===== src/rtl/idl_pkg.sv =====
package idl_pkg;
    localparam int B_W     = 8;
    localparam int D_W     = 2;
    localparam int RSV_W   = 2;
    localparam int FRAME_W = 2 * B_W + D_W + RSV_W;
    localparam int IDX_W   = $clog2(B_W);

    typedef enum logic [2:0] {
        SL_WAIT,
        SL_B1,
        SL_D1,
        SL_B2,
        SL_D2,
        SL_RSV
    } slot_e;

    typedef struct packed {
        slot_e             slot;
        logic [IDX_W-1:0]  idx;
    } pos_t;

    // position of the bit that follows p
    function automatic pos_t pos_next(pos_t p);
        pos_t n;
        n = p;
        unique case (p.slot)
            SL_WAIT: n = p;
            SL_B1: begin
                if (p.idx == IDX_W'(B_W - 1)) begin
                    n.slot = SL_D1;
                    n.idx  = '0;
                end else begin
                    n.idx = p.idx + 1'b1;
                end
            end
            SL_D1: begin
                n.slot = SL_B2;
                n.idx  = '0;
            end
            SL_B2: begin
                if (p.idx == IDX_W'(B_W - 1)) begin
                    n.slot = SL_D2;
                    n.idx  = '0;
                end else begin
                    n.idx = p.idx + 1'b1;
                end
            end
            SL_D2: begin
                n.slot = SL_RSV;
                n.idx  = '0;
            end
            SL_RSV: begin
                if (p.idx == IDX_W'(RSV_W - 1)) begin
                    n.slot = SL_WAIT;
                    n.idx  = '0;
                end else begin
                    n.idx = p.idx + 1'b1;
                end
            end
            default: n = p;
        endcase
        return n;
    endfunction
endpackage


===== src/rtl/idl_edge_det.sv =====
module idl_edge_det #(
    parameter int SYNC_STAGES = 2
) (
    input  logic clk,
    input  logic rst_n,
    input  logic lclk_i,
    input  logic fsync_i,
    input  logic rxd_i,
    output logic lrise,
    output logic lfall,
    output logic fsync_s,
    output logic rxd_s
);
    localparam int LAST = SYNC_STAGES - 1;

    logic [2:0] stg [SYNC_STAGES];
    logic       lclk_q;

    for (genvar i = 0; i < SYNC_STAGES; i++) begin : g_stage
        if (i == 0) begin : g_first
            always_ff @(posedge clk) begin
                if (!rst_n) stg[0] <= '0;
                else        stg[0] <= {lclk_i, fsync_i, rxd_i};
            end
        end else begin : g_next
            always_ff @(posedge clk) begin
                if (!rst_n) stg[i] <= '0;
                else        stg[i] <= stg[i-1];
            end
        end
    end

    always_ff @(posedge clk) begin
        if (!rst_n) lclk_q <= 1'b0;
        else        lclk_q <= stg[LAST][2];
    end

    assign lrise   =  stg[LAST][2] & ~lclk_q;
    assign lfall   = ~stg[LAST][2] &  lclk_q;
    assign fsync_s =  stg[LAST][1];
    assign rxd_s   =  stg[LAST][0];
endmodule


===== src/rtl/idl_stage.sv =====
module idl_stage #(
    parameter int W = 8
) (
    input  logic         clk,
    input  logic         rst_n,
    input  logic [W-1:0] in_data,
    input  logic         in_valid,
    output logic         in_ready,
    input  logic         take,
    output logic [W-1:0] out_data
);
    logic         full;
    logic [W-1:0] hold;

    always_ff @(posedge clk) begin
        if (!rst_n) begin
            full <= 1'b0;
            hold <= '0;
        end else if (in_valid && !full) begin
            hold <= in_data;
            full <= 1'b1;
        end else if (take && full) begin
            full <= 1'b0;
        end
    end

    assign in_ready = !full;
    assign out_data = full ? hold : '1;
endmodule


===== src/rtl/idl_rx.sv =====
module idl_rx
    import idl_pkg::*;
(
    input  logic           clk,
    input  logic           rst_n,
    input  logic           lfall,
    input  logic           fsync,
    input  logic           rxd,
    output logic [B_W-1:0] b1_data,
    output logic           b1_valid,
    output logic [B_W-1:0] b2_data,
    output logic           b2_valid,
    output logic [D_W-1:0] d_bits,
    output logic           d_valid,
    output logic           err
);
    pos_t           state;
    pos_t           cur;
    pos_t           nxt;
    logic [B_W-1:0] sh;
    logic [D_W-1:0] dreg;

    always_comb begin
        cur = state;
        if (fsync) begin
            cur.slot = SL_B1;
            cur.idx  = '0;
        end
        nxt = pos_next(cur);
    end

    // state register
    always_ff @(posedge clk) begin
        if (!rst_n)     state <= '{slot: SL_WAIT, idx: '0};
        else if (lfall) state <= nxt;
    end

    // outputs and datapath
    always_ff @(posedge clk) begin
        if (!rst_n) begin
            sh       <= '0;
            dreg     <= '0;
            b1_data  <= '0;
            b2_data  <= '0;
            d_bits   <= '0;
            b1_valid <= 1'b0;
            b2_valid <= 1'b0;
            d_valid  <= 1'b0;
            err      <= 1'b0;
        end else begin
            b1_valid <= 1'b0;
            b2_valid <= 1'b0;
            d_valid  <= 1'b0;
            err      <= 1'b0;
            if (lfall) begin
                err <= fsync && (state.slot != SL_WAIT);
                unique case (cur.slot)
                    SL_WAIT: ;
                    SL_B1: begin
                        sh <= {sh[B_W-2:0], rxd};
                        if (cur.idx == IDX_W'(B_W - 1)) begin
                            b1_data  <= {sh[B_W-2:0], rxd};
                            b1_valid <= 1'b1;
                        end
                    end
                    SL_D1: dreg[1] <= rxd;
                    SL_B2: begin
                        sh <= {sh[B_W-2:0], rxd};
                        if (cur.idx == IDX_W'(B_W - 1)) begin
                            b2_data  <= {sh[B_W-2:0], rxd};
                            b2_valid <= 1'b1;
                        end
                    end
                    SL_D2: dreg[0] <= rxd;
                    SL_RSV: begin
                        if (cur.idx == IDX_W'(RSV_W - 1)) begin
                            d_bits  <= dreg;
                            d_valid <= 1'b1;
                        end
                    end
                    default: ;
                endcase
            end
        end
    end
endmodule


===== src/rtl/idl_tx.sv =====
module idl_tx
    import idl_pkg::*;
(
    input  logic           clk,
    input  logic           rst_n,
    input  logic           lrise,
    input  logic           fsync,
    input  logic [B_W-1:0] b1_data,
    input  logic           b1_valid,
    output logic           b1_ready,
    input  logic [B_W-1:0] b2_data,
    input  logic           b2_valid,
    output logic           b2_ready,
    input  logic [D_W-1:0] d_bits,
    input  logic           d_valid,
    output logic           d_ready,
    output logic           txd,
    output logic           err
);
    pos_t               state;
    pos_t               cur;
    pos_t               nxt;
    logic               start;
    logic [B_W-1:0]     b1_out;
    logic [B_W-1:0]     b2_out;
    logic [D_W-1:0]     d_out;
    logic [FRAME_W-1:0] word;
    logic [FRAME_W-1:0] sh;

    assign start = lrise & fsync;

    idl_stage #(.W(B_W)) u_b1 (
        .clk(clk), .rst_n(rst_n), .in_data(b1_data), .in_valid(b1_valid),
        .in_ready(b1_ready), .take(start), .out_data(b1_out)
    );
    idl_stage #(.W(B_W)) u_b2 (
        .clk(clk), .rst_n(rst_n), .in_data(b2_data), .in_valid(b2_valid),
        .in_ready(b2_ready), .take(start), .out_data(b2_out)
    );
    idl_stage #(.W(D_W)) u_d (
        .clk(clk), .rst_n(rst_n), .in_data(d_bits), .in_valid(d_valid),
        .in_ready(d_ready), .take(start), .out_data(d_out)
    );

    assign word = {b1_out, d_out[1], b2_out, d_out[0], {RSV_W{1'b1}}};

    always_comb begin
        cur = state;
        if (fsync) begin
            cur.slot = SL_B1;
            cur.idx  = '0;
        end
        nxt = pos_next(cur);
    end

    // state register
    always_ff @(posedge clk) begin
        if (!rst_n)     state <= '{slot: SL_WAIT, idx: '0};
        else if (lrise) state <= nxt;
    end

    // outputs and datapath
    always_ff @(posedge clk) begin
        if (!rst_n) begin
            txd <= 1'b1;
            sh  <= '1;
            err <= 1'b0;
        end else begin
            err <= start && (state.slot != SL_WAIT);
            if (lrise) begin
                unique case (cur.slot)
                    SL_WAIT: txd <= 1'b1;
                    SL_B1, SL_D1, SL_B2, SL_D2, SL_RSV: begin
                        if (start) begin
                            txd <= word[FRAME_W-1];
                            sh  <= {word[FRAME_W-2:0], 1'b1};
                        end else begin
                            txd <= sh[FRAME_W-1];
                            sh  <= {sh[FRAME_W-2:0], 1'b1};
                        end
                    end
                    default: txd <= 1'b1;
                endcase
            end
        end
    end
endmodule


===== src/rtl/idl_slave_if.sv =====
module idl_slave_if
    import idl_pkg::*;
#(
    parameter int SYNC_STAGES = 2
) (
    input  logic           clk,
    input  logic           rst_n,
    input  logic           lclk_i,
    input  logic           fsync_i,
    input  logic           rxd_i,
    output logic           txd_o,
    output logic [B_W-1:0] b1_rx_data,
    output logic           b1_rx_valid,
    output logic [B_W-1:0] b2_rx_data,
    output logic           b2_rx_valid,
    output logic [D_W-1:0] d_rx_bits,
    output logic           d_rx_valid,
    input  logic [B_W-1:0] b1_tx_data,
    input  logic           b1_tx_valid,
    output logic           b1_tx_ready,
    input  logic [B_W-1:0] b2_tx_data,
    input  logic           b2_tx_valid,
    output logic           b2_tx_ready,
    input  logic [D_W-1:0] d_tx_bits,
    input  logic           d_tx_valid,
    output logic           d_tx_ready,
    output logic           frame_err
);
    logic lrise;
    logic lfall;
    logic fsync_s;
    logic rxd_s;
    logic rx_err;
    logic tx_err;

    idl_edge_det #(.SYNC_STAGES(SYNC_STAGES)) u_edge (
        .clk(clk), .rst_n(rst_n), .lclk_i(lclk_i), .fsync_i(fsync_i),
        .rxd_i(rxd_i), .lrise(lrise), .lfall(lfall), .fsync_s(fsync_s),
        .rxd_s(rxd_s)
    );

    idl_rx u_rx (
        .clk(clk), .rst_n(rst_n), .lfall(lfall), .fsync(fsync_s), .rxd(rxd_s),
        .b1_data(b1_rx_data), .b1_valid(b1_rx_valid),
        .b2_data(b2_rx_data), .b2_valid(b2_rx_valid),
        .d_bits(d_rx_bits), .d_valid(d_rx_valid), .err(rx_err)
    );

    idl_tx u_tx (
        .clk(clk), .rst_n(rst_n), .lrise(lrise), .fsync(fsync_s),
        .b1_data(b1_tx_data), .b1_valid(b1_tx_valid), .b1_ready(b1_tx_ready),
        .b2_data(b2_tx_data), .b2_valid(b2_tx_valid), .b2_ready(b2_tx_ready),
        .d_bits(d_tx_bits), .d_valid(d_tx_valid), .d_ready(d_tx_ready),
        .txd(txd_o), .err(tx_err)
    );

    always_ff @(posedge clk) begin
        if (!rst_n) frame_err <= 1'b0;
        else        frame_err <= frame_err | rx_err | tx_err;
    end
endmodule


===== config.mk =====
export PLATFORM = sky130hd
export DESIGN_NAME = idl_slave_if
export DESIGN_NICKNAME = d
export VERILOG_FILES = /design/src/rtl/idl_pkg.sv /design/src/rtl/idl_edge_det.sv /design/src/rtl/idl_stage.sv /design/src/rtl/idl_rx.sv /design/src/rtl/idl_tx.sv /design/src/rtl/idl_slave_if.sv
export SDC_FILE = /design/constraint.sdc
export NUM_CORES = 1
export LEC_CHECK = 0
export BUFFER_PORTS_ARGS = -buffer_cell sky130_fd_sc_hd__buf_2
export CORE_UTILIZATION = 35
export DETAILED_ROUTE_END_ITERATION = 8
export PLACE_DENSITY = 0.59
export SYNTH_ARGS = -nofsm -noshare
export SYNTH_HDL_FRONTEND = slang
export SYNTH_SLANG_ARGS = --single-unit

===== constraint.sdc =====
create_clock -name clk -period 2.2 [get_ports clk]
set_clock_uncertainty 0.2 [all_clocks]
set_input_delay 0.11 -clock clk [delete_from_list [all_inputs] [get_ports clk]]
set_output_delay 0.11 -clock clk [all_outputs]
set_load 0.1 [all_outputs]

# Yosys cells after proc, flatten, opt, wreduce, memory -nomap -nowiden
# Memory sizes are Yosys's and may differ from the RTL's.
# Index checks and enable logic that the tools add are counted.
# word_totals
mem_count	1
elab_cells	112
out_inout_bits	26
register_bits	88
ram_bits	6
# mem_list
name	words	width	read_ports	rd_ports_with_merged_regs	write_ports	line_no	text
u_edge.stg	2	3	2	0	2	idl_edge_det.sv:16	logic [2:0] stg [SYNC_STAGES];
# classes
n_mux	32
n_eq_ne	14
n_bitwise	9
n_addsub	2
n_reduce_logical	29
# ops
operator	n
one-hot mux 6 bit (5 select lines)	2
two-way mux 3 bit	12
two-way mux 20 bit	1
equality test 3 bit, second input constant	6
AND reduction 3 bit	6
two-way mux 8 bit	2
equality test 3 x 1 -> 1 bit, second input constant	4
equality test 3 x 2 -> 1 bit, second input constant	4
two-way mux 1 bit	12
two-way mux 6 bit	2
AND reduction 2 bit	5
logical AND 1 bit	8
adder 3 x 1 -> 3 bit, second input constant	2
nonzero test 2 bit	3
nonzero test 3 bit	2
OR reduction 5 bit	1
bitwise OR 1 bit	4
AND 1 bit	3
logical NOT 1 bit	3
two-way mux 2 bit	1
NOT 1 bit	2
OR reduction 2 bit	1

# Depth between registers and ports, before layout
# Gate-level depths: netlist of the first run.
# logic_depth
ltp_word	6
mapped_depth	10

# Cells and area by module
# From an unflattened synthesis of the first run, not the netlist that was laid out.
# unflattened
cells_unflattened	460
hier_area_um2	4187.8
# by_module_without_submodules
mod	seq_area_each_um2	area_each_um2	cells_per_inst	instances
idl_rx	740.7	1659.1	171	1
idl_tx	500.5	1288.7	158	1
idl_stage at u_tx.u_b1 ...	180.2	440.4	49	2
idl_edge_det	140.1	196.4	16	1
idl_stage at u_tx.u_d	60.1	133.9	15	1
idl_slave_if	20.0	28.8	2	1

# Worst setup path before layout of the first run
# Ideal clock, no wire load.
# synth_timing
path_type	register to register
start	memory u_edge.stg[1][1]
end	register u_rx.b2_data[0]
arrival_time_ps	1989
stages_incl_launch_ff	10
path_buffers	2
t_required_ps	1872
synth_period_minus_slack_ps	2316
slack_ps	-116
cell_sequence	dfxtp_1 buf_4 clkbuf_1 nor2b_1 ha_1 ha_1 nand4b_4 nor3_4 mux2i_1 nor2_1
# synth_rtl
element	line_no	text
start: declaration	idl_edge_det.sv:16	
end signal: assignment	idl_rx.sv:70	b2_data <= {sh[B_W-2:0], rxd};
end: declaration	idl_rx.sv:11	output logic [B_W-1:0] b2_data,

==> results.tsv, run 1 <==
stage	metric	value	unit
outcome	status	complete, no violations	
clock_network	clk_pin_slew	60	ps
yosys	synth_seq_area_share	0.455	
yosys	synthesis.instances	470	
placement	place_congestion	0.826	
run	maxCapViolCount	0	
yosys	yosysWarnings	0	
route	drtIter0Drc	170	
global_route	grtUsageTotal	0.158	
global_route	overflow	0	
clock_network	htree_levels	3	
power_and_ir_drop	power_per_cell_area	695	mW/mm2
power_and_ir_drop	p_leak	2.21	nW
floorplanning	io_pins	52	
setup_path	crit_arrival	2060	ps
yosys	synth_flop_cell	dfxtp_1	
sta	post-route-period-util	0.923	
layout	instances_no_fill	683	
yosys	synth.largest_area_cell	dfxtp_1	
sta	min_period	2030	ps
yosys	syn-cell-area	0.00401	mm2
placement	io_buffers	51	
sta	fin_setup_tns	0	ps
floorplanning	die_area	0.0119	mm2
setup_path	end_kind	flip-flop	
yosys	synth-compound-area-share	0.191	
global_route	antenna_found_initial	1	
route	ant_nets	0	
clock_network	clock_tree.buffer_depth	2	
route	firstDrtPassIters	4	
setup_path	worst_ep_required_time	2230	ps
yosys	synth_common_cells	dfxtp_1 (91), a21oi_1 (67), nand2_1 (64)	
floorplanning	core.rowCount	38	
setup_path	critPathLaunchType	flip-flop	
yosys	synth_seq_cells	91	
global_route	grt_pass1_vias	3310	
yosys	avgSynthCellArea	8.53	um2
sta	setup_violations	0	
floorplanning	core-area	0.0110	mm2
worst_hold_path	hold_path_class	primary input to flip-flop	
sta	hold_viol_final	0	
yosys	synth.most_common_cell	dfxtp_1	
clock_network	cts.sinks	91	
yosys	synth_top_family_by_area	simple AND/OR/NAND/NOR gates	
floorplanning	die_height	109	um
route	wire_per_inst	12.6	um
yosys	synth_adder_area_share	0.0219	
yosys	synth.mux.area_fraction	0.0752	
placement	dp.cells	645	
yosys	synth-xor-area-share	0.00219	
sta	worst-slew-pin-transition	550	ps
clock_network	cts_buffers	9	
route	routed_via_density	4.92	
route	drc	0	
floorplanning	start_util	0.365	
route	routed_wl	8590	um
yosys	ys_types	54	
placement	hpwl	5750	um
layout	syn_to_final_growth	24.2	%
setup_path	critical_path.max_fanout	8	
yosys	synth_area_leaders	dfxtp_1 (45%), a21oi_1 (8.4%), mux2i_1 (7.2%)	
global_route	grt_max_degree	40	
layout	layout.nets	570	
sta	final_max_slew_viol_count	0	
sta	relSlewSlack	0.633	
setup_path	crit_type	flip-flop to flip-flop	
floorplanning	fp.dieW	109	um
clock_network	root_buffer	clkbuf_16	
sta	fmaxAchievable	492	MHz
clock_network	tritoncts	yes	
yosys	synthDominantCellAreaShare	0.455	
sta	rsz0062_at_grt	false	
power_and_ir_drop	ir_drop	562	uV
global_route	grt_pass1_wl	14800	um
yosys	async_flop_share	0	
clock_network	clkLatencyLatePin	340	ps
yosys	yosys.area_share.simple	0.193	
yosys	synth_fp_nets	503	
layout	drive_gt1_frac	0.179	
yosys	synth_edf_count	0	
route	vias	3357	
kinds of logic after synthesis:
logic type / Yosys count
buffers and inverters: 58
AND/OR/NAND/NOR: 161
XOR/XNOR: 1
multiplexers: 30
adder cells (fa/ha/maj): 7
flip-flops: 91
AO/OA/AOI/OAI: 122
sequential cells by signal, summed over array words and instances (netlist names):
signal / count
u_tx.err: 1
u_tx.sh: 17
u_rx.d_bits: 2
u_rx.b1_data: 8
u_tx.u_d.hold: 2
u_rx.sh: 7
u_rx.b1_valid: 1
frame_err: 1
u_rx.err: 1
u_tx.u_b2.hold: 8
u_rx.d_valid: 1
u_rx.dreg: 2
u_edge.stg: 6
u_tx.u_b1.full: 1
u_rx.b2_data: 8
u_tx.txd: 1
u_tx.u_d.full: 1
u_rx.b2_valid: 1
u_rx.state: 6
u_tx.state: 6
u_tx.u_b1.hold: 8
u_edge.lclk_q: 1
u_tx.u_b2.full: 1
worst max-delay path: stages, from the launching register on:
cell      delay, ps
dfxtp_1         340
buf_4           160
nor2b_4         110
ha_2            200
ha_4            160
nand4b_4        130
nor3_4          230
buf_12          160
mux2i_1         180
nor2_1           50
per-layer routing:
layer	GRT usage	part of all wire
met1	0.188	0.47
met2	0.268	0.46
met3	0.0478	0.050
met4	0.0521	0.017
met5	0	0
timing repair:
action                                 4_1_cts  5_1_grt
endpoints found under the hold margin       21        0
setup endpoints to repair                    0        2
gates resized for setup                      0        1
hold buffers                                21        0
setup buffers                                0        0
report_power, final:
part	internal [W]	switching (W)
Sequential	0.00169	0.0000316
Combinational	0.000107	0.000155
Clock	0.000836	0.000643
metrics by stage:
stage | util | worst slack [ps] | hold WS [ps] | area (um2) | total power (W)
after floorplan | - | 11.9 | 37.3 | 4040 | 0.00192
after global placement | 0.407 | 180 | 115 | 4470 | 0.00198
after detailed placement | 0.407 | 110 | 121 | 4470 | 0.00199
after CTS | 0.453 | 82.7 | 23.5 | 4970 | 0.00350
after global routing | 0.453 | 7.52 | 67.8 | 4970 | 0.00361
final | 0.453 | 168 | 24.3 | 4980 | 0.00346
area by class of cell:
cell class | count | area [um2]
tap | 140 | 175
sequential | 91 | 1820
multi-input combinational | 321 | 1960
inverter | 27 | 101
timing repair buffer | 87 | 628
fill | 1064 | 6010
clock inverter | 4 | 33.8
clock buffer | 12 | 256
antenna | 1 | 2.50
cell usage in the layout (no fill, tap or decap), types with 2 or more instances in the layout:
master,count
dfxtp_1,91
a21oi_1,67
nand2_1,64
buf_2,51
nor2_1,47
mux2i_1,29
inv_1,25
dlygate4sd3_1,21
o211ai_1,19
nor2b_1,12
o21ai_0,11
buf_4,11
clkbuf_16,9
and2_1,7
nor3b_1,5
ha_1,5
nand3_1,4
buf_12,4
nand2b_1,3
a211oi_1,3
nor3_1,3
and2b_1,2
or3_1,2
nand3b_1,2
o22a_1,2
a22oi_1,2
a31oi_1,2
a221oi_1,2
clkbuf_8,2
clkinv_4,2
worst paths after layout:
check                                    from                        endpoint  slack [ps]  cells past startpoint
setup reg to reg  u_edge.stg[1][1]$_SDFF_PN0_    u_rx.b2_data[3]$_SDFFE_PN0P_         170                      9
setup / recovery  u_edge.stg[1][1]$_SDFF_PN0_    u_rx.b2_data[3]$_SDFFE_PN0P_         170                      9
hold reg to reg   u_edge.stg[0][2]$_SDFF_PN0_     u_edge.stg[1][2]$_SDFF_PN0_         230                      1
hold / removal                    b1_tx_valid  u_tx.u_b1.hold[7]$_SDFFE_PN0P_          20                      4
No activity file was read; power rests on OpenSTA's default activity.
==> inputs of run 2 (changes only) <==
Settings changed: ABC_AREA from default to 1.
==> results.tsv, run 2 <==
stage	metric	value	unit
outcome	status	complete, no violations	
layout	largest-register	u_tx.sh	
yosys	syn-cell-area	0.00389	mm2
setup_path	end_kind	flip-flop	
setup_path	timing.rr.start	u_edge.stg[1][1]$_SDFF_PN0_	
layout	fillers	1128	
global_route	antenna_found_initial	0	
layout	layout.nets	634	
worst_hold_path	hold_path_class	primary input to flip-flop	
yosys	synth.most_common_cell	dfxtp_1	
yosys	async_flop_share	0	
layout	drive_gt1_frac	0.166	
route	firstDrtPassIters	4	
power_and_ir_drop	ir_drop	379	uV
setup_path	worst_ep_required_time	2240	ps
clock_network	cts_buffers	9	
floorplanning	die_area	0.0115	mm2
route	routed_wl	8920	um
sta	hold_viol_final	0	
power_and_ir_drop	power_per_cell_area	672	mW/mm2
route	vias	3561	
yosys	synth_seq_area_share	0.468	
worst_hold_path	hold_path_end	u_tx.u_b2.hold[7]$_SDFFE_PN0P_	
clock_network	clock_tree.buffer_depth	2	
setup_path	r2r_cells	11	
setup_path	critical_path.max_fanout	7	
sta	min_period	1950	ps
layout	final_common_cell	dfxtp_1	
sta	setup_violations	0	
yosys	synth_flop_cell	dfxtp_1	
placement	io_buffers	51	
placement	dp.cells	706	
worst_hold_path	hold_start	b2_tx_valid	
yosys	avgSynthCellArea	7.41	um2
worst_hold_path	whs_path_depth	5	
global_route	grt_pass1_wl	15000	um
setup_path	critPathLaunchType	flip-flop	
floorplanning	io_pins	52	
global_route	grt_pass1_vias	3374	
clock_network	htree_levels	3	
route	wire_per_inst	12.0	um
yosys	synth.largest_area_cell	dfxtp_1	
global_route	overflow	0	
layout	layout_common_cells	dfxtp_1 (90), nand2_1 (80), inv_1 (65), a21oi_1 (62), o21ai_0 (56)	
power_and_ir_drop	p_leak	2.10	nW
placement	hpwl	6230	um
sta	post-route-period-util	0.884	
layout	seq_area	0.00182	mm2
floorplanning	die_height	107	um
setup_path	crit_type	flip-flop to flip-flop	
sta	fin_setup_tns	0	ps
setup_path	r2r-end	u_tx.state[4]$_SDFFE_PN0P_	
sta	relSlewSlack	0.661	
setup_path	ff2ff_setup_slack	250	ps
floorplanning	start_util	0.359	
sta	rsz0062_at_grt	false	
clock_network	clk_pin_slew	90	ps
yosys	synth_area_leaders	dfxtp_1 (47%), a21oi_1 (8.0%), nand2_1 (7.7%)	
floorplanning	core.rowCount	38	
yosys	ys_types	31	
route	drc	0	
clock_network	post_cts_buffers	0	
sta	worst-slew-pin-transition	509	ps
route	drtIter0Drc	135	
clock_network	clkLatencyLatePin	370	ps
layout	syn_to_final_growth	22.0	%
global_route	grtUsageTotal	0.165	
yosys	synthDominantCellAreaShare	0.468	
yosys	synthesis.instances	525	
floorplanning	fp.dieW	107	um
layout	largest_reg_flops	17	
yosys	yosysWarnings	0	
yosys	synth_seq_cells	91	
layout	multi_input_area	0.00170	mm2
clock_network	cts.sinks	91	
route	routed_via_density	4.79	
yosys	synth_fp_nets	558	
layout	instances_no_fill	744	
layout	antennaDiodeCount	0	
sta	final_max_slew_viol_count	0	
placement	place_congestion	0.856	
clock_network	root_buffer	clkbuf_8	
global_route	grt_max_degree	53	
sta	fmaxAchievable	514	MHz
yosys	synth_edf_count	0	
floorplanning	core-area	0.0108	mm2
run	maxCapViolCount	0	
setup_path	crit_arrival	1990	ps
yosys	synth_common_cells	dfxtp_1 (91), nand2_1 (80), inv_1 (65)	
route	ant_nets	0	
clock_network	tritoncts	yes	
## run 2: worst max-delay path by stage
stage,startpoint,to,slack [ps]
after global placement,u_edge.stg[1][1]$_SDFF_PN0_,u_tx.state[4]$_SDFFE_PN0P_,250
after CTS,u_edge.stg[1][1]$_SDFF_PN0_,u_tx.state[4]$_SDFFE_PN0P_,200
after floorplan,u_edge.stg[1][1]$_SDFF_PN0_,u_rx.b2_data[0]$_SDFFE_PN0P_,80
after detailed placement,u_edge.stg[1][1]$_SDFF_PN0_,u_tx.state[4]$_SDFFE_PN0P_,190
final,u_edge.stg[1][1]$_SDFF_PN0_,u_tx.state[4]$_SDFFE_PN0P_,250
after global routing,u_edge.stg[1][1]$_SDFF_PN0_,u_tx.state[4]$_SDFFE_PN0P_,40
## run 2: where the power goes
part	switching [W]	internal, W
logic	0.000178	0.000107
registers	0.0000306	0.00170
clock network	0.000552	0.000627
total	0.000760	0.00243
## run 2: timing repair
action                                  in CTS  in global routing
resized for setup                            0                  1
hold buffers                                24                  0
endpoints found under the setup margin       0                  3
endpoints found under the hold margin       23                  0
## run 2: cells by family (layout without fill, tap and decap cells)
kind of cell | Yosys count | after routing | share of synthesized area
AOI/OAI and AO/OA | 150 | 150 | 0.204
adders and majority gates | 7 | 7 | 0.0225
buffers and inverters | 92 | 171 | 0.0949
DFF | 91 | 91 | 0.468
and+or+nand+nor | 185 | 185 | 0.211
## run 2: routing by layer
| metal | track usage | routed length [um] |
|---|---|---|
| met1 | 0.193 | 4190 |
| met5 | 0 | 0 |
| met4 | 0.0636 | 137 |
| met2 | 0.290 | 4300 |
| met3 | 0.0381 | 291 |
## run 2: area by class of cell
cell class              count  area share
repair buffers             87       0.123
flip-flops and latches     91       0.384
clock inverters             3      0.0137
clock buffers              11      0.0277
multi-input cells         342       0.358
inverters                  70      0.0564
well taps                 140      0.0369
## run 2: worst max-delay path, cell delays in order, from the launching register on
cell	delay, ps
dfxtp_2	360
inv_2	130
buf_4	180
nand2_1	100
inv_1	90
ha_1	150
ha_1	210
inv_1	50
o211ai_1	170
nand2_1	70
nand2_1	60
a21oi_1	50
## run 2: through the flow
step / power (W) / instance area (um2) / hold WS (ps) / worst slack [ps] / utilization
after floorplan: 0.00194 / 3890 / 7.63 / 76.3 / -
after global placement: 0.00201 / 4310 / 97.3 / 248 / 0.398
final: 0.00319 / 4750 / 31.2 / 255 / 0.438
after global routing: 0.00336 / 4750 / 58.4 / 43.9 / 0.438
after CTS: 0.00325 / 4750 / 14.3 / 199 / 0.438
after detailed placement: 0.00202 / 4310 / 100 / 194 / 0.398
==> inputs of run 3 (changes only) <==
--- a/config.mk
+++ b/config.mk
@@ -12,2 +12,3 @@
 export PLACE_DENSITY = 0.59
+export SKIP_LAST_GASP = 1
 export SYNTH_ARGS = -nofsm -noshare
==> constraint.sdc (replaced) <==
create_clock -name clk -period 2.2 [get_ports clk]
set_clock_uncertainty 0.2 [all_clocks]
set_input_delay 0 -clock clk [delete_from_list [all_inputs] [get_ports clk]]
set_output_delay 0 -clock clk [all_outputs]
set_load 0.1 [all_outputs]
==> results.tsv, run 3 (same netlist as run 2, synthesis figures left out) <==
stage	metric	value	unit
outcome	status	complete, no violations	
setup_path	critical_path.max_fanout	16	
layout	syn_to_final_growth	24.3	%
route	vias	3595	
setup_path	r2r_cells	6	
sta	min_period	1980	ps
clock_network	clk_pin_slew	80	ps
setup_path	cp_cell_sequence	inv_1 -> nand2_1 -> buf_4 -> o21ai_0 -> a21oi_1 -> dlygate4sd3_1	
run	maxCapViolCount	0	
placement	hpwl	6230	um
floorplanning	die_height	107	um
route	drc	0	
global_route	overflow	0	
sta	fmaxAchievable	506	MHz
layout	drive_gt1_frac	0.163	
power_and_ir_drop	power_per_cell_area	664	mW/mm2
sta	hold_viol_final	0	
floorplanning	core.rowCount	38	
route	ant_nets	0	
power_and_ir_drop	combPwrFrac	0.094	
layout	largest_reg_flops	17	
global_route	grt_pass1_vias	3449	
route	routed_via_density	4.77	
clock_network	tritoncts	yes	
setup_path	critPathLaunchType	flip-flop	
worst_hold_path	hold_path_class	primary input to flip-flop	
clock_network	cts.sinks	91	
sta	rsz0062_at_grt	false	
layout	final_core_util	0.446	
global_route	grt_max_degree	53	
sta	setup_violations	0	
sta	fin_setup_tns	0	ps
layout	largest-register	u_tx.sh	
layout	antennaDiodeCount	0	
route	routed_wl	8990	um
floorplanning	core-area	0.0108	mm2
global_route	antenna_found_initial	0	
power_and_ir_drop	clkPwrFrac	0.369	
placement	placed_area	0.00431	mm2
power_and_ir_drop	p_sw	0.000768	W
clock_network	htree_levels	3	
layout	final_cell_area	0.00484	mm2
setup_path	slowest_delay	550	ps
power_and_ir_drop	p_leak	2.13	nW
power_and_ir_drop	ir_drop	401	uV
route	drtIter0Drc	142	
sta	post-route-period-util	0.898	
sta	final_max_slew_viol_count	0	
layout	layout_common_cells	dfxtp_1 (90), nand2_1 (80), inv_1 (65), a21oi_1 (62), o21ai_0 (56)	
floorplanning	start_util	0.359	
setup_path	crit_type	flip-flop to flip-flop	
power_and_ir_drop	p_int	0.00244	W
global_route	grtUsageTotal	0.167	
placement	io_buffers	51	
layout	final_common_cell	dfxtp_1	
floorplanning	io_pins	52	
setup_path	worst_ep_required_time	2260	ps
worst_hold_path	whs_path_depth	4	
setup_path	end_kind	flip-flop	
setup_path	slowest_stage	dlygate4sd3_1	
floorplanning	fp.dieW	107	um
clock_network	root_buffer	clkbuf_8	
layout	layout.nets	643	
setup_path	crit_arrival	2030	ps
clock_network	cts_buffers	9	
floorplanning	die_area	0.0115	mm2
sta	worst-slew-pin-transition	510	ps
clock_network	clkLatencyLatePin	370	ps
sta	relSlewSlack	0.660	
layout	fillers	1127	
route	wire_per_inst	11.9	um
global_route	grt_pass1_wl	15200	um
power_and_ir_drop	seqPwrFrac	0.538	
placement	place_congestion	0.856	
route	firstDrtPassIters	4	
power_and_ir_drop	switching_share	0.239	
clock_network	clock_tree.buffer_depth	2	
==> run 3: cell types whose count changed in the layout (fill, tap and decap cells not counted) <==
cell           before  now
dlygate4sd3_1      24   33
==> run 3: final cells by class <==
| class | instances | area (um2) | share of cell area |
|---|---|---|---|
| tap | 140 | 175 | 0.0362 |
| inverter | 70 | 268 | 0.0554 |
| clock buffer | 11 | 131 | 0.0272 |
| sequential | 91 | 1820 | 0.377 |
| multi-input combinational | 342 | 1700 | 0.351 |
| timing repair buffer | 96 | 676 | 0.140 |
| clock inverter | 3 | 65.1 | 0.0135 |
==> run 3: worst paths after layout <==
path | start | end | slack, ps
setup reg to reg | u_tx.u_b2.full$_SDFFE_PN0P_ | u_tx.u_b2.hold[3]$_SDFFE_PN0P_ | 220
hold reg to reg | u_edge.stg[0][2]$_SDFF_PN0_ | u_edge.stg[1][2]$_SDFF_PN0_ | 220
hold / removal | fsync_i | u_edge.stg[0][1]$_SDFF_PN0_ | 160
setup / recovery | u_tx.u_b2.full$_SDFFE_PN0P_ | u_tx.u_b2.hold[3]$_SDFFE_PN0P_ | 220
==> run 3: metrics by stage <==
step	hold WS, ps	std cells	worst slack [ps]	total power [W]
after floorplan	-102	525	76.3	0.00194
after global placement	-12.7	706	248	0.00201
after detailed placement	-9.94	706	194	0.00202
after CTS	135	753	199	0.00326
after global routing	168	753	43.8	0.00337
final	156	753	225	0.00321
==> run 3: power by group through the flow <==
stage          sequential [W]  clock (W)  combinational, W
2_1_floorplan         0.00176          0          0.000186
6_report              0.00173    0.00118          0.000301
4_1_cts               0.00173    0.00123          0.000302
3_3_place_gp          0.00177          0          0.000249
3_5_place_dp          0.00177          0          0.000252
5_1_grt               0.00173    0.00130          0.000340
==> run 3: metal layers <==
metal,routed length (um),global-route usage
met3,280,0.0381
met4,135,0.0636
met5,0,0
met1,4230,0.192
met2,4350,0.298
==> run 3: what timing repair did <==
action,in CTS,in global routing
buffers inserted,0,0
setup endpoints to repair,0,4
gates resized for setup,0,1
hold endpoints to repair,30,0
hold buffers,33,0
==> run 3: critical path, delay by kind of cell (launching register included) <==
kind	cells	cell delay (ps)
flip-flops	1	300
buffers and inverters	3	1040
AO/OA/AOI/OAI	2	230
AND/OR/NAND/NOR	1	90
